$ cat config.mk
export PLATFORM = sky130hd
export DESIGN_NAME = hash_ctl_regs
export DESIGN_NICKNAME = d
export VERILOG_FILES = /design/src/rtl/hash_ctl_pkg.sv /design/src/rtl/hash_ctl_decode.sv /design/src/rtl/hash_ctl_seq.sv /design/src/rtl/hash_ctl_regs.sv
export SDC_FILE = /design/constraint.sdc
export NUM_CORES = 1
export LEC_CHECK = 0
export BUFFER_PORTS_ARGS = -buffer_cell sky130_fd_sc_hd__buf_2
export CORE_ASPECT_RATIO = 1.25
export CORE_MARGIN = 2
export CORE_UTILIZATION = 30
export CTS_CLUSTER_SIZE = 12
export DETAILED_ROUTE_END_ITERATION = 10
export SYNTH_ARGS = -nofsm -noshare
export SYNTH_HDL_FRONTEND = slang
export SYNTH_SLANG_ARGS = --single-unit
export TNS_END_PERCENT = 20
$ cat constraint.sdc
create_clock -name clk -period 2.7 [get_ports clk]
set_input_delay 0.27 -clock clk [delete_from_list [all_inputs] [get_ports clk]]
set_output_delay 0.27 -clock clk [all_outputs]
set_load 0.02 [all_outputs]
$ cat src/rtl/hash_ctl_pkg.sv
package hash_ctl_pkg;

    typedef enum logic [2:0] {
        ALG_MD5        = 3'd0,
        ALG_SHA1       = 3'd1,
        ALG_SHA224     = 3'd2,
        ALG_SHA256     = 3'd3,
        ALG_SHA512     = 3'd4,
        ALG_SHA384     = 3'd5,
        ALG_SHA512_256 = 3'd6,
        ALG_NONE       = 3'd7
    } hash_alg_e;

    typedef enum logic [1:0] {
        ST_IDLE   = 2'd0,
        ST_LAUNCH = 2'd1,
        ST_WAIT   = 2'd2
    } seq_st_e;

    typedef struct packed {
        hash_alg_e alg;
        logic      accum;
        logic      sg;
        logic      irq_en;
    } launch_t;

    // command word field positions
    localparam int FAM_LO    = 4;
    localparam int MODE_LO   = 7;
    localparam int IRQEN_BIT = 9;
    localparam int SUB_LO    = 10;
    localparam int SG_BIT    = 18;
    localparam int DONE_BIT  = 9;

    // word indices
    localparam int IDX_CRYPT = 4;
    localparam int IDX_STAT  = 7;
    localparam int IDX_SRC   = 8;
    localparam int IDX_DST   = 9;
    localparam int IDX_KEY   = 10;
    localparam int IDX_LEN   = 11;
    localparam int IDX_CMD   = 12;

endpackage

$ cat src/rtl/hash_ctl_decode.sv
module hash_ctl_decode
    import hash_ctl_pkg::*;
(
    input  logic [2:0] fam,
    input  logic [2:0] sub,
    input  logic [1:0] mode,
    input  logic       irq_bit,
    input  logic       sg_bit,
    output launch_t    req,
    output logic       legal
);

    hash_alg_e alg;

    always_comb begin
        alg = ALG_NONE;
        if (fam == 3'b110) begin
            case (sub)
                3'b000:  alg = ALG_SHA512;
                3'b001:  alg = ALG_SHA384;
                3'b010:  alg = ALG_SHA512_256;
                default: alg = ALG_NONE;
            endcase
        end else if (sub == 3'b000) begin
            case (fam)
                3'b000:  alg = ALG_MD5;
                3'b010:  alg = ALG_SHA1;
                3'b100:  alg = ALG_SHA224;
                3'b101:  alg = ALG_SHA256;
                default: alg = ALG_NONE;
            endcase
        end
    end

    always_comb begin
        req.alg    = alg;
        req.accum  = (mode == 2'b10);
        req.sg     = sg_bit;
        req.irq_en = irq_bit;
        legal      = (alg != ALG_NONE);
    end

endmodule

$ cat src/rtl/hash_ctl_seq.sv
module hash_ctl_seq
    import hash_ctl_pkg::*;
(
    input  logic    clk,
    input  logic    rst_n,
    input  logic    cmd_wr,
    input  logic    cmd_ok,
    input  launch_t req_in,
    input  logic    hs_done,
    output logic    hs_start,
    output logic    complete,
    output launch_t cur
);

    seq_st_e state, nxt;

    // state register
    always_ff @(posedge clk or negedge rst_n) begin
        if (!rst_n) begin
            state <= ST_IDLE;
        end else begin
            state <= nxt;
        end
    end

    // next-state
    always_comb begin
        nxt = state;
        unique case (state)
            ST_IDLE:   if (cmd_wr && cmd_ok) nxt = ST_LAUNCH;
            ST_LAUNCH: nxt = ST_WAIT;
            ST_WAIT:   if (hs_done) nxt = ST_IDLE;
            default:   nxt = ST_IDLE;
        endcase
    end

    // launch parameters captured on IDLE -> LAUNCH
    always_ff @(posedge clk or negedge rst_n) begin
        if (!rst_n) begin
            cur <= '{alg: ALG_MD5, accum: 1'b0, sg: 1'b0, irq_en: 1'b0};
        end else if (state == ST_IDLE && cmd_wr && cmd_ok) begin
            cur <= req_in;
        end
    end

    // outputs
    always_comb begin
        hs_start = (state == ST_LAUNCH);
        complete = (state == ST_WAIT) && hs_done;
    end

endmodule

$ cat src/rtl/hash_ctl_regs.sv
module hash_ctl_regs
    import hash_ctl_pkg::*;
#(
    parameter int          AW        = 8,
    parameter int          REG_WORDS = 13,
    parameter logic [31:0] SRC_MASK  = 32'h7FFF_FFFF,
    parameter logic [31:0] DST_MASK  = 32'h7FFF_FFF8,
    parameter logic [31:0] KEY_MASK  = 32'h7FFF_FFF8,
    parameter logic [31:0] LEN_MASK  = 32'h0FFF_FFFF,
    parameter logic [31:0] CMD_MASK  = 32'h0014_7FFF
) (
    input  logic          clk,
    input  logic          rst_n,
    input  logic          bus_we,
    input  logic [AW-1:0] bus_addr,
    input  logic [31:0]   bus_wdata,
    output logic [31:0]   bus_rdata,
    output logic          hs_start,
    output logic [2:0]    hs_alg,
    output logic          hs_accum,
    output logic          hs_sg,
    input  logic          hs_done,
    output logic          irq
);

    localparam int IDX_W = AW - 2;
    localparam int RW_W  = $clog2(REG_WORDS);

    logic [IDX_W-1:0] idx;
    logic [RW_W-1:0]  slot;
    logic             in_range;
    logic             unused_lsb;
    logic [31:0]      wmask;
    logic [31:0]      regs [REG_WORDS];
    logic             done_flag;
    logic             irq_q;
    logic             cmd_wr, stat_wr;
    logic [31:0]      cmd_m;
    launch_t          req, cur;
    logic             cmd_ok, complete;

    assign idx        = bus_addr[AW-1:2];
    assign slot       = idx[RW_W-1:0];
    assign in_range   = (idx < IDX_W'(REG_WORDS));
    assign unused_lsb = ^bus_addr[1:0];
    assign cmd_wr     = bus_we && (idx == IDX_W'(IDX_CMD));
    assign stat_wr    = bus_we && (idx == IDX_W'(IDX_STAT));
    assign cmd_m      = bus_wdata & CMD_MASK;

    always_comb begin
        case (idx)
            IDX_W'(IDX_SRC):  wmask = SRC_MASK;
            IDX_W'(IDX_DST):  wmask = DST_MASK;
            IDX_W'(IDX_KEY):  wmask = KEY_MASK;
            IDX_W'(IDX_LEN):  wmask = LEN_MASK;
            IDX_W'(IDX_CMD):  wmask = CMD_MASK;
            IDX_W'(IDX_STAT): wmask = ~(32'd1 << DONE_BIT);
            default:          wmask = 32'hFFFF_FFFF;
        endcase
    end

    hash_ctl_decode u_dec (
        .fam     (cmd_m[FAM_LO +: 3]),
        .sub     (cmd_m[SUB_LO +: 3]),
        .mode    (cmd_m[MODE_LO +: 2]),
        .irq_bit (cmd_m[IRQEN_BIT]),
        .sg_bit  (cmd_m[SG_BIT]),
        .req     (req),
        .legal   (cmd_ok)
    );

    hash_ctl_seq u_seq (
        .clk      (clk),
        .rst_n    (rst_n),
        .cmd_wr   (cmd_wr),
        .cmd_ok   (cmd_ok),
        .req_in   (req),
        .hs_done  (hs_done),
        .hs_start (hs_start),
        .complete (complete),
        .cur      (cur)
    );

    // word storage
    always_ff @(posedge clk or negedge rst_n) begin
        if (!rst_n) begin
            for (int i = 0; i < REG_WORDS; i++) begin
                regs[i] <= '0;
            end
        end else if (bus_we && in_range) begin
            regs[slot] <= bus_wdata & wmask;
        end
    end

    // completion flag and interrupt; completion wins over acknowledge
    always_ff @(posedge clk or negedge rst_n) begin
        if (!rst_n) begin
            done_flag <= 1'b0;
            irq_q     <= 1'b0;
        end else begin
            if (complete) begin
                done_flag <= 1'b1;
            end else if (stat_wr) begin
                done_flag <= 1'b0;
            end
            if (complete && cur.irq_en) begin
                irq_q <= 1'b1;
            end else if (stat_wr && bus_wdata[DONE_BIT] && done_flag) begin
                irq_q <= 1'b0;
            end
        end
    end

    always_comb begin
        bus_rdata = '0;
        if (in_range) begin
            bus_rdata = regs[slot];
            if (idx == IDX_W'(IDX_STAT)) begin
                bus_rdata[DONE_BIT] = done_flag;
            end
        end
    end

    assign hs_alg   = cur.alg;
    assign hs_accum = cur.accum;
    assign hs_sg    = cur.sg;
    assign irq      = irq_q;

endmodule

======== Word level (Yosys, flattened, before mapping) ========
Index checks and enable logic that the tools add are counted.
operators by class
  $add $sub $neg .......................... 0
  multiply operators ...................... 0
  divide/modulo/power cells ............... 0
  order comparisons ....................... 3
  equality and inequality tests ........... 18
  shift operators ......................... 0
  muxes and demuxes ....................... 20
  bitwise gates (word level) .............. 2
  reductions and logical operators ........ 18
operators with widths
  operator                                             count
  bitwise mux 416 bit                                  1
  case mux 32 bit (5 select lines)                     1
  binary-select mux 32 bit (select 4 bit)              1
  demux 32 bit (select 4 bit)                          1
  2-to-1 mux 32 bit                                    4
  AND 32 bit                                           1
  equality test 6 x 4 -> 1 bit, second input constant  5
  case mux 2 bit (3 select lines)                      2
  case mux 3 bit (4 select lines)                      1
  logical AND 1 bit                                    11
  equality test 3 bit, second input constant           3
  equality test 3 x 2 -> 1 bit, second input constant  2
  equality test 6 x 3 -> 1 bit, second input constant  1
  logical NOT 3 bit                                    2
  < comparator 6 x 4 -> 1 bit, second input constant   1
  2-to-1 mux 3 bit                                     2
  >= comparator 5 bit, second input constant           1
  < comparator 5 x 1 -> 1 bit, second input constant   1
  2-to-1 mux 1 bit                                     5
  inverter 4 -> 5 bit                                  1
  equality test 2 bit, second input constant           2
  2-to-1 mux 2 bit                                     2
  nonzero test 2 bit                                   2
  equality test 3 x 1 -> 1 bit, second input constant  1
  7 further kinds                                      7
word-level totals
  register bits after elaboration ......... 426
  bits in latches ......................... 0
  memory bits (writable) .................. 0
  memory bits (read-only) ................. 0
  input port bits ......................... 44
  output and inout port bits .............. 39
  word-level logic and storage cells ...... 81
  memories ................................ 0

======== Logic depth before layout (Yosys ltp) ========
  depth after elaboration ................. 8
  depth in mapped cells ................... 8
  depth with buffers taken out ............ 4

======== Modules after synthesis ========
Synthesis repeated with hierarchy kept, for this count alone.
second synthesis, totals
  cells, all modules ...................... 1561
  area, all modules ....................... 18791.8 µm²
by module, submodules not included
  module           instances  cells each  area an instance (µm²)  sequential area each (µm²)
  hash_ctl_regs    1          1524        18352.6                 10460.0
  hash_ctl_seq     1          20          337.8                   200.2
  hash_ctl_decode  1          17          101.3                   0.0

======== Least setup slack after synthesis ========
No wires, ideal clock.
  kind .................................... input -> output
  start point ............................. input port bus_addr[5]
  end point ............................... output port bus_rdata[9]
  arrival time ............................ 1871 ps
  data required time ...................... 2430 ps
  slack ................................... 559 ps
  stages on the path ...................... 6
  buffers on the path ..................... 2
  cells stage by stage .................... buf_2 or3b_2 clkbuf_1 o22ai_1 a211oi_1 a211oi_1
on the way
  word-level cells in the longest chain between the ends .. 6
  elaborated cells between the ends (all ways) .. 8
  those cells by class .................... 1 x order compare; 1 x eq/ne; 5 x mux; 1 x bitwise
ends and longest elaborated chain
  element                                               line                  RTL
  start, declared                                       hash_ctl_regs.sv:15   input logic [AW-1:0] bus_addr,
  inverter 4 -> 5 bit (implied by the code)             hash_ctl_regs.sv:117  bus_rdata = regs[slot];
  binary-select mux 32 bit (select 4 bit)               hash_ctl_regs.sv:117
  2-to-1 mux 32 bit (implied by the code) (2 in a row)  hash_ctl_regs.sv:117
  2-to-1 mux 1 bit                                      hash_ctl_regs.sv:118  if (idx == IDX_W'(IDX_STAT)) begin
  2-to-1 mux 32 bit *                                   hash_ctl_regs.sv:116  if (in_range) begin
  end, declared                                         hash_ctl_regs.sv:17   output logic [31:0] bus_rdata,
Every way passes the cells marked *; elsewhere a longest branch is shown, timed or not. The select of a mux whose other input is x is not followed.

======== Final worst setup path ========
  start point ............................. register regs[49] (netlist bit)
  end point ............................... output port bus_rdata[17]
on the way
  word-level cells in the longest chain between the ends .. 4
ends and longest elaborated chain
  element                                               line                  RTL
  start, declared                                       hash_ctl_regs.sv:34   logic [31:0] regs [REG_WORDS];
  start signal, assigned by index                       hash_ctl_regs.sv:91   regs[slot] <= bus_wdata & wmask;
  binary-select mux 32 bit (select 4 bit)               hash_ctl_regs.sv:117
  2-to-1 mux 32 bit (implied by the code) (2 in a row)  hash_ctl_regs.sv:117
  2-to-1 mux 32 bit                                     hash_ctl_regs.sv:116
Every way passes these cells. The select of a mux whose other input is x is not followed.

==> metrics <==
status=finished clean; Fill cells=6253; Fin. Hold Viols=0; global placement routability congestion=0.753; Post-synth ARST share=100%; number of flops mapped to enable cells by yosys=0; CTS tree=built; syn_area_per_cell=11.8 um2; Slew @ Worst Pin=695 ps; Compound-Gate Fraction of Synth Area=10.2%; WP data required=2430 ps; CP endpoint=bus_rdata[17]; P&R area growth vs syn=15.3%; io pins=83; Die ar.=0.0654 mm2; Cell Pwr Density=676 mW/mm2; Crit. Startpoint=regs[49]; Post-Synth XOR/XNOR Area=0%; CTS clk-pin slew, worst paths=60 ps; Max VDD drop=0.432 mV; first-pass GRT wire length=77800 um; Post-Route Setup TNS=0 ps; flop-to-flop setup slack=1000 ps; post-synthesis mux area share=21.8%; DRC violations left=0; Yosys warning count=0; WS Path Type=flip-flop to output pin; initial antenna violation count=6; gr ovfl total=0; Yosys reg bits=426; fin util=34.8%; Starting Density=30.2%; CP arrival=2220 ps; R2R Path End=u_seq.cur[2]; FMAX=0.401 GHz; Post-CTS Setup Inserts=0; commonest non-fill, non-tap cells in the layout=dfrtp_1 (426), nand2_1 (250), o21ai_0 (222), mux2_2 (168), mux2i_1 (93); Total Routing Usage GR=15.2%; Final #Nets=1705; PostCTS Resize Cnt=0; top_reg_cell synth=dfrtp_1; Synth Instances=1608; Synth Net Count=1652; CTS Buf Count=42; Detail Route Antenna Nets=0; clk_skew=3.93 ps; die span in x=229 um; RSZ-0062 raised after global routing=false; max-cap violation count=0; largest net degree at the start of global routing=85; CP Max Fanout=2; hold path startpoint=bus_wdata[9]; period utilization=92.3%; Worst Hold Class=input port to flip-flop; Power Total=14800 uW; leakage power=0.0101 uW; main combinational cell family by area after synthesis=multiplexers; die height=285 um; Post-DP HPWL=32600 um; Final Critical Period=2490 ps; r2r worst-path depth=3; diodes inserted=0; clock root buffer master=clkbuf_16; vias in the first global route=13000; initial drt markers=730; origin of the critical flop-to-flop path=u_seq.state[1]; Netlist cell types=48; commonest non-fill, non-tap cell in the layout=dfrtp_1; Slew Viols, Final=0; vias per cell=4.97; CTS sink cnt=426; clk buf depth=3; sequential area share after synthesis=56.1%; crit end category=output pin; Slew HR=53.3%; share of cells above drive strength 1=27.5%; Synth Area in Adders=0%; Routed WL=50000 um; Synth Cell Area=0.0190 mm2; startpoint type of the worst setup path=flip-flop; final setup violation count=0; drt first pass iters=7; H-Tree Depth=2; Synth Area in Simple Gates=8.10%; WL/cell=19.9 um; core area=0.0629 mm2; via count=12500; FP Rows=103; worst-skew pair later-pin latency=540 ps; PortBufs=80
where the power goes:
part	total, uW	switching, uW	internal (uW)
registers	7530	385	7150
clock network	5500	2350	3150
logic	1770	900	874
area by class of cell:
type                            instances  area [um2]  area share, %
Sequential cell                       426       10700           48.6
Multi-Input combinational cell       1020        7690           35.1
Timing Repair Buffer                  159        1240           5.67
Clock buffer                           56        1200           5.46
Tap cell                              840        1050           4.80
Inverter                               12        45.0          0.206
Clock inverter                          1        30.0          0.137
logic make-up after synthesis:
group	Yosys count
multiplexers	321
flip-flops	426
AND/OR/NAND/NOR	350
AO/OA/AOI/OAI	349
buffers and inverters	162
cells in the mapped netlist, drive strengths merged (14+ instances only):
master    n  share of area [%]
and2     29               0.95
dfrtp   426                 56
mux2    172                 10
clkbuf  101                2.0
nor2     26               0.51
o22ai    29               0.95
mux4     56                6.6
buf      49                1.6
o22a     14               0.66
nand2   253                5.0
mux2i    93                4.9
a21oi    56                1.5
o21ai   223                5.9
per-layer routing:
metal,vias up,GRT usage [%],wire length (um)
li1,5738,-,-
met1,6409,19.4,21500
met2,253,26.4,24900
met3,92,2.15,1910
met4,10,5.52,1600
met5,-,0,66
worst min-delay path by stage:
stage              endpoint  depth (start not counted)  slack, ps
3_5_place_dp      regs[161]                          1        250
4_1_cts        u_seq.cur[0]                          2         40
3_3_place_gp      regs[321]                          1        250
6_report       u_seq.cur[0]                          2         70
2_1_floorplan     done_flag                          0        -30
5_1_grt        u_seq.cur[0]                          2         60
state kept, by name, summed over array words and instances (netlist names):
| signal | cells |
|---|---|
| u_seq.cur | 6 |
| irq | 1 |
| regs | 416 |
| done_flag | 1 |
| u_seq.state | 2 |
critical path, stage by stage, from the launching register on:
cell      delay [ps]
dfrtp_1          370
mux4_2           460
a211oi_1         480
a21oi_1          190
buf_2            190
metrics by stage:
step                      hold slack, ps  setup slack (ps)  instance area, um2  cells
after floorplan                    -25.6               559               19000   1608
after global placement               251               268               20700   2455
after detailed placement             254               274               20700   2455
after CTS                           37.6               100               21900   2514
after global routing                56.6               145               21900   2514
final                               69.7               208               21900   2514
repair_timing:
| action | 4_1_cts | 5_1_grt |
|---|---|---|
| hold buffers | 2 | 0 |
| endpoints found under the hold margin | 53 | 0 |
| endpoints found under the setup margin | 0 | 0 |
(Power assumes the default switching activity.)
